File: config.mk
export PLATFORM = sky130hd
export DESIGN_NAME = lsu_split_unit
export DESIGN_NICKNAME = d
export VERILOG_FILES = /design/src/rtl/lsu_split_pkg.sv /design/src/rtl/lsu_split_lanes.sv /design/src/rtl/lsu_split_merge.sv /design/src/rtl/lsu_split_unit.sv
export SDC_FILE = /design/constraint.sdc
export NUM_CORES = 1
export LEC_CHECK = 0
export ABC_AREA = 1
export BUFFER_PORTS_ARGS = -buffer_cell sky130_fd_sc_hd__buf_4
export CAP_MARGIN = 20
export CELL_PAD_IN_SITES_DETAIL_PLACEMENT = 1
export CELL_PAD_IN_SITES_GLOBAL_PLACEMENT = 2
export CORE_ASPECT_RATIO = 0.75
export CORE_UTILIZATION = 27
export DETAILED_ROUTE_END_ITERATION = 10
export GPL_TIMING_DRIVEN = 1
export PLACE_DENSITY = 0.78
export SETUP_SLACK_MARGIN = 0.5
export SLEW_MARGIN = 20
export SYNTH_ARGS = -nofsm -noshare
export SYNTH_HDL_FRONTEND = slang
export SYNTH_SLANG_ARGS = --single-unit
File: constraint.sdc
create_clock -name clk -period 2.3 [get_ports clk]
set_input_delay 0.46 -clock clk [delete_from_list [all_inputs] [get_ports clk]]
set_output_delay 0.46 -clock clk [all_outputs]
set_load 0.02 [all_outputs]
File: src/rtl/lsu_split_pkg.sv
`timescale 1ns/1ps
package lsu_split_pkg;
   localparam int LANES  = 4;
   localparam int LANE_W = 8;
   localparam int WORD_W = LANES * LANE_W;
   localparam int OFF_W  = $clog2(LANES);

   typedef enum logic [1:0] {
      SZ_BYTE = 2'd0,
      SZ_HALF = 2'd1,
      SZ_WORD = 2'd2,
      SZ_RSVD = 2'd3
   } acc_size_e;

   typedef enum logic [1:0] {
      ST_IDLE,
      ST_BEAT0,
      ST_BEAT1,
      ST_RESP
   } split_state_e;

   // lanes occupied by an access of the given size starting at lane 0
   function automatic logic [LANES-1:0] size_mask(acc_size_e sz);
      case (sz)
         SZ_BYTE: size_mask = LANES'(1);
         SZ_HALF: size_mask = LANES'(3);
         default: size_mask = '1;
      endcase
   endfunction
endpackage

File: src/rtl/lsu_split_lanes.sv
`timescale 1ns/1ps
module lsu_split_lanes
   import lsu_split_pkg::*;
(
   input  acc_size_e             size,
   input  logic [OFF_W-1:0]      off,
   input  logic [WORD_W-1:0]     wdata,
   output logic [LANES-1:0]      be_lo,
   output logic [LANES-1:0]      be_hi,
   output logic [WORD_W-1:0]     wd_lo,
   output logic [WORD_W-1:0]     wd_hi,
   output logic                  crosses,
   output logic                  misaligned
);
   logic [LANES-1:0]    base;
   logic [2*LANES-1:0]  span;
   logic [2*WORD_W-1:0] wide;

   always_comb begin
      base       = size_mask(size);
      span       = {{LANES{1'b0}}, base} << off;
      wide       = {{WORD_W{1'b0}}, wdata} << (off * LANE_W);
      be_lo      = span[LANES-1:0];
      be_hi      = span[2*LANES-1:LANES];
      wd_lo      = wide[WORD_W-1:0];
      wd_hi      = wide[2*WORD_W-1:WORD_W];
      crosses    = |be_hi;
      misaligned = |(off & base[OFF_W:1]);
   end

   // only an access that is not naturally aligned can span two words
   always_comb begin
      a_r3_cross_needs_misalign: assert (!crosses || misaligned);
   end
endmodule

File: src/rtl/lsu_split_merge.sv
`timescale 1ns/1ps
module lsu_split_merge
   import lsu_split_pkg::*;
(
   input  acc_size_e          size,
   input  logic [OFF_W-1:0]   off,
   input  logic [WORD_W-1:0]  lo,
   input  logic [WORD_W-1:0]  hi,
   output logic [WORD_W-1:0]  result
);
   logic [LANES-1:0]  keep_lanes;
   logic [WORD_W-1:0] keep;
   logic [WORD_W-1:0] shifted;

   assign keep_lanes = size_mask(size);
   assign shifted    = WORD_W'({hi, lo} >> (off * LANE_W));

   for (genvar g = 0; g < LANES; g++) begin : g_keep
      assign keep[g*LANE_W +: LANE_W] = {LANE_W{keep_lanes[g]}};
   end

   assign result = shifted & keep;
endmodule

File: src/rtl/lsu_split_unit.sv
`timescale 1ns/1ps
module lsu_split_unit
   import lsu_split_pkg::*;
#(
   parameter int ADDR_W       = 16,
   parameter bit STRICT_ALIGN = 1'b0
) (
   input  logic              clk,
   input  logic              rst_n,
   input  logic              req_valid,
   output logic              req_ready,
   input  logic              req_write,
   input  logic [1:0]        req_size,
   input  logic [ADDR_W-1:0] req_addr,
   input  logic [31:0]       req_wdata,
   output logic              mem_valid,
   input  logic              mem_ready,
   output logic              mem_write,
   output logic [ADDR_W-1:0] mem_addr,
   output logic [3:0]        mem_be,
   output logic [31:0]       mem_wdata,
   input  logic [31:0]       mem_rdata,
   output logic              rsp_valid,
   output logic              rsp_fault,
   output logic [1:0]        rsp_beats,
   output logic [31:0]       rsp_rdata
);
   localparam int WA_W = ADDR_W - OFF_W;

   if (ADDR_W < OFF_W + 2) begin : g_bad_addr_w
      $error("lsu_split_unit: ADDR_W too small");
   end
   if (WORD_W != 32 || LANES != 4) begin : g_bad_word
      $error("lsu_split_unit: port widths assume four byte lanes");
   end

   split_state_e      state;
   logic              r_write;
   acc_size_e         r_size;
   logic [ADDR_W-1:0] r_addr;
   logic [31:0]       r_wdata;
   logic [31:0]       r_lo;
   logic [31:0]       r_hi;
   logic              r_fault;
   logic [1:0]        r_beats;

   logic [LANES-1:0]  be_lo, be_hi;
   logic [WORD_W-1:0] wd_lo, wd_hi, merged;
   logic              crosses, misaligned, fault_req;
   logic [WA_W-1:0]   word_a;

   lsu_split_lanes u_lanes (
      .size       (r_size),
      .off        (r_addr[OFF_W-1:0]),
      .wdata      (r_wdata),
      .be_lo      (be_lo),
      .be_hi      (be_hi),
      .wd_lo      (wd_lo),
      .wd_hi      (wd_hi),
      .crosses    (crosses),
      .misaligned (misaligned)
   );

   lsu_split_merge u_merge (
      .size   (r_size),
      .off    (r_addr[OFF_W-1:0]),
      .lo     (r_lo),
      .hi     (r_hi),
      .result (merged)
   );

   if (STRICT_ALIGN) begin : g_strict
      assign fault_req = misaligned;
   end else begin : g_split
      assign fault_req = 1'b0;
   end

   always_ff @(posedge clk) begin
      if (!rst_n) begin
         state   <= ST_IDLE;
         r_write <= 1'b0;
         r_size  <= SZ_BYTE;
         r_addr  <= '0;
         r_wdata <= '0;
         r_lo    <= '0;
         r_hi    <= '0;
         r_fault <= 1'b0;
         r_beats <= '0;
      end else begin
         case (state)
            ST_IDLE: if (req_valid) begin
               r_write <= req_write;
               r_size  <= acc_size_e'(req_size);
               r_addr  <= req_addr;
               r_wdata <= req_wdata;
               r_lo    <= '0;
               r_hi    <= '0;
               r_fault <= 1'b0;
               r_beats <= '0;
               state   <= ST_BEAT0;
            end
            ST_BEAT0: if (fault_req) begin
               r_fault <= 1'b1;
               state   <= ST_RESP;
            end else if (mem_ready) begin
               r_lo    <= mem_rdata;
               r_beats <= 2'd1;
               state   <= crosses ? ST_BEAT1 : ST_RESP;
            end
            ST_BEAT1: if (mem_ready) begin
               r_hi    <= mem_rdata;
               r_beats <= 2'd2;
               state   <= ST_RESP;
            end
            default: state <= ST_IDLE;
         endcase
      end
   end

   assign word_a    = r_addr[ADDR_W-1:OFF_W] + WA_W'(state == ST_BEAT1);
   assign req_ready = (state == ST_IDLE);
   assign mem_valid = ((state == ST_BEAT0) && !fault_req) || (state == ST_BEAT1);
   assign mem_write = r_write;
   assign mem_addr  = {word_a, {OFF_W{1'b0}}};
   assign mem_be    = (state == ST_BEAT1) ? be_hi : be_lo;
   assign mem_wdata = (state == ST_BEAT1) ? wd_hi : wd_lo;
   assign rsp_valid = (state == ST_RESP);
   assign rsp_fault = r_fault;
   assign rsp_beats = r_beats;
   assign rsp_rdata = (r_write || r_fault) ? '0 : merged;

   a_r9_hold_request: assert property (@(posedge clk) disable iff (!rst_n)
      mem_valid && !mem_ready |=> mem_valid && $stable(mem_addr)
                                  && $stable(mem_be) && $stable(mem_wdata));
   a_r7_ready_drops: assert property (@(posedge clk) disable iff (!rst_n)
      req_valid && req_ready |=> !req_ready);
   a_r7_rsp_pulse: assert property (@(posedge clk) disable iff (!rst_n)
      rsp_valid |=> !rsp_valid);
   a_r5_be_nonempty: assert property (@(posedge clk) disable iff (!rst_n)
      mem_valid |-> mem_be != '0);
   a_r8_fault_no_beats: assert property (@(posedge clk) disable iff (!rst_n)
      rsp_valid && rsp_fault |-> rsp_beats == 2'd0);
   a_r3_next_word: assert property (@(posedge clk) disable iff (!rst_n)
      mem_valid && mem_ready && state == ST_BEAT0 && crosses
      |=> mem_valid && mem_addr == $past(mem_addr) + ADDR_W'(LANES));
endmodule

==> impl.org <==
** Outcome
- Outcome :: finished with violations
- The checks that failed: negative setup slack.

** Cells and area
- Sequential cell area :: 2236 um2
- Leaving out fill and tap cells, the most frequent cell in the layout is nand2_1.
- From synthesis to final layout, the design area changed by 72.33%.
- Filler Cells Inserted :: 2543
- The final layout contains 1198 nets.
- Commonest cells after routing, fill and taps aside :: nand2_1, buf_4, dfxtp_1
- Summing all multi-input logic gate instances after layout gives 4614 um2.
- The finished cells cover 10360 um2.
- Number of antenna repair diodes :: 0
- For this run, the share of the core covered by cells in the final layout is 48.24%.
- Cells with a size suffix above 1 make up 41.88% of the layout.

** Setup path
- Slowest-stage cell, CP :: dfxtp_4
- The worst setup path is captured at a primary output.
- Highest fanout seen on the critical path :: 4
- Count of cells along the worst register-to-register path :: 9
- Slowest cell delay on critical path :: 360 ps
- Walking the worst path, the cells encountered are inv_4 > ha_4 > buf_4 > nor2_4 > buf_4 > nand2_4 > o221ai_2 > buf_4.
- Type of the setup path with the least slack :: flop to primary output
- Worst endpoint data arrival time :: 1860 ps
- CP startpoint kind :: flop
- CP dominant cell by count :: buf_4
- STA puts the critical path data required time at 1840 ps.

** Worst hold path
- Counting instances, the worst hold path has a depth of 3.
- In this run the worst hold path is classified as input port to flop.

** CTS
- The H-tree was split into 3 levels.
- The tree is rooted in a clkbuf_16.
- Counting along the longest clock path gives a buffer depth of 2.
- Hold-fix buffers, CTS :: 0
- After clock tree synthesis, the clock-pin slew on the worst setup and hold paths is 80 ps.
- CTS tree :: yes
- TritonCTS created 9 clock buffers.
- The tree built by TritonCTS fans out to 111 sinks.
- Clock latency on the worst-skew pair :: 370 ps

** Routing
- Vias per std cell :: 5.150
- For this block, the via count after detailed routing is 7189.
- Count of nets left with antenna violations after detail routing :: 0
- The first routing iteration left 495 violations.
- Dividing the detail-routed wire length by the instance count gives 20.17 um.
- For this run, design rule violations remaining after detail routing come to 0.
- Router iterations before antenna repair :: 5
- Total routed wirelength :: 28160 um

** Global routing
- The initial antenna violation count was 0.
- The number of global-route vias before repair is 7141.
- First-pass GRT wire length :: 42080 um
- Largest net degree at the start of global routing :: 59
- Global-route congestion overflow total :: 0
- Tot GR Track Use :: 23.69%

** Die
- After floorplanning, the core was divided into 46 placement rows.
- Once the floorplan was initialized, standard cells occupied 27.99% of the core.
- Area inside the core boundary :: 21470 um2
- Vertical die dimension :: 131.2 um
- Die width :: 174.3 um
- The die covers 22860 um2.
- During I/O placement, the number of pins put on the boundary was 178.

** Yosys
- Top cells by area, synth :: dfxtp_1, nand2_1, o21ai_0
- The Yosys step of the flow raised 0 warnings.
- Avg Cell Area, Syn :: 6.626 um2
- Cell accounting for the most synthesized area :: dfxtp_1
- Share of the yosys chip area belonging to registers :: 36.98%
- Post-synthesis sequential element count :: 111
- Netlist Area Pre-Place :: 6010 um2
- The cell count after synthesis came out at 907.
- After synthesis, the netlist uses 32 different library cells.
- Share of the synthesized area in the top cell type :: 36.98%

** Power
- The worst-case IR drop observed on VDD is 646.0 uV.
- Net switching is 46.92% of the power.
- Clock network power share :: 13.8%
- Reported net switching power :: 0.005830 W
- Leakage dissipation :: 4.103 nW
- Combinational cells account for 64.8% of the total power.
- Per report_power, the sequential group accounts for 21.4% of the total.
- In this run the power density over the cells is 1200 nW/um2.
- The internal power of the cells totals 0.006595 W.

** STA
- Dividing the final minimum period by the clock period gives 101.1%.
- Setup violations remaining at the end of the flow were counted as 4.
- Final Critical Period :: 2325 ps
- Setup Total Neg Slack :: -52.41 ps
- Layout Skew :: 3.889 ps
- Count of final max-slew check failures :: 0
- After layout, the worst setup slack is -24.77 ps.
- The number of hold-slack violations in the final timing report was 0.
- At the pin with the least slew margin, the transition time is 558.7 ps.
- The worst pin sits at a relative slew slack of 62.36%.
- Unrepaired setup endpoints after global routing :: true
- Achievable frequency :: 0.4302 GHz

** Placed design
- The count of buffers added on input and output ports is 174.
- Summed over all nets, the half-perimeter wirelength after detailed placement is 18340 um.
- The placed instances occupy a cell area of 8158 um2.
- RD Place Congestion :: 0.8392

** Flow run
- Maximum Capacitance Violations :: 0
==> power by group through the flow <==
stage                     combinational, W  sequential (W)  clock, W
after CTS                          0.00744         0.00264   0.00175
after global routing               0.00854         0.00271   0.00184
after global placement             0.00594         0.00262         0
final                              0.00805         0.00266   0.00171
after detailed placement           0.00599         0.00263         0
after floorplan                    0.00381         0.00256         0
==> path summary, 6_finish.rpt <==
check,slack [ps],start,end
min reg2reg,470,r_lo[26]$_SDFFE_PN0P_,r_lo[26]$_SDFFE_PN0P_
min,340,req_addr[10],r_addr[10]$_SDFFE_PN0P_
max reg2reg,510,state[0]$_SDFFE_PN0P_,r_hi[23]$_SDFFE_PN0P_
max,-20,state[0]$_SDFFE_PN0P_,mem_wdata[18]
==> repair_timing <==
action                                  4_1_cts  5_1_grt
resized for setup                           243       97
gates cloned                                 13        3
pin swaps                                    34       34
setup buffers                                24       10
endpoints found under the setup margin      167      142
==> flip-flops by register name, summed over array words and instances, names as in the netlist <==
register	cells
r_wdata	32
rsp_beats	2
r_hi	24
r_addr	16
r_lo	32
state	2
r_size	2
mem_write	1
==> routing by layer <==
layer  global-route usage [%]  wire length [um]
met1                    35.07             13870
met2                    35.83             12600
met3                    4.022              1308
met4                    4.288               384
met5                        0                 0
==> worst max-delay path: cells and delay by family, from the launching register on <==
family	cells	cell delay, ps
adders and majority gates	1	150
DFF	1	360
buffers and inverters	4	570
and+or+nand+nor	2	240
AOI/OAI and AO/OA	1	170
==> Yosys cell counts, drive strengths merged <==
cell type,instances
buf,35
nand3,39
mux2i,1
o221ai,8
nand2,207
xnor2,4
nand4,1
o211ai,1
a21oi,123
inv,54
xor2,7
nor2,76
nor3,2
o21ai,150
ha,8
conb,1
o22ai,17
a211oi,9
clkbuf,35
or2,9
dfxtp,111
clkinv,1
o211a,8
==> kinds of logic after synthesis <==
group                    Yosys count  synth area share [%]
AND/OR/NAND/NOR                  334                 22.42
AO/OA/AOI/OAI                    316                 28.32
buffers and inverters            125                 8.786
flip-flops                       111                 36.98
XOR/XNOR                          11                 1.603
adder cells (fa/ha/maj)            8                 1.666
other                              1               0.06240
multiplexers                       1                0.1666
==> per-stage QoR <==
step	instances	total power (W)	setup WS, ps	hold WS [ps]
finish	1396	0.01243	-24.77	340.2
detailed placement	1330	0.008625	128.6	453.8
global placement	1330	0.008555	153.2	449.1
CTS	1383	0.01183	-26.21	332.0
floorplan	909	0.006361	340.7	439.1
global route	1396	0.01308	-103.1	348.4
==> cell type report <==
| type | instances | area share (%) |
|---|---|---|
| repair inverters | 2 | 0.1450 |
| clock buffers | 10 | 2.308 |
| multi-input cells | 675 | 44.56 |
| clock inverters | 6 | 0.7370 |
| inverters | 55 | 2.404 |
| flip-flops and latches | 111 | 21.59 |
| repair buffers | 249 | 24.78 |
| well taps | 288 | 3.480 |
(Power assumes the default switching activity.)
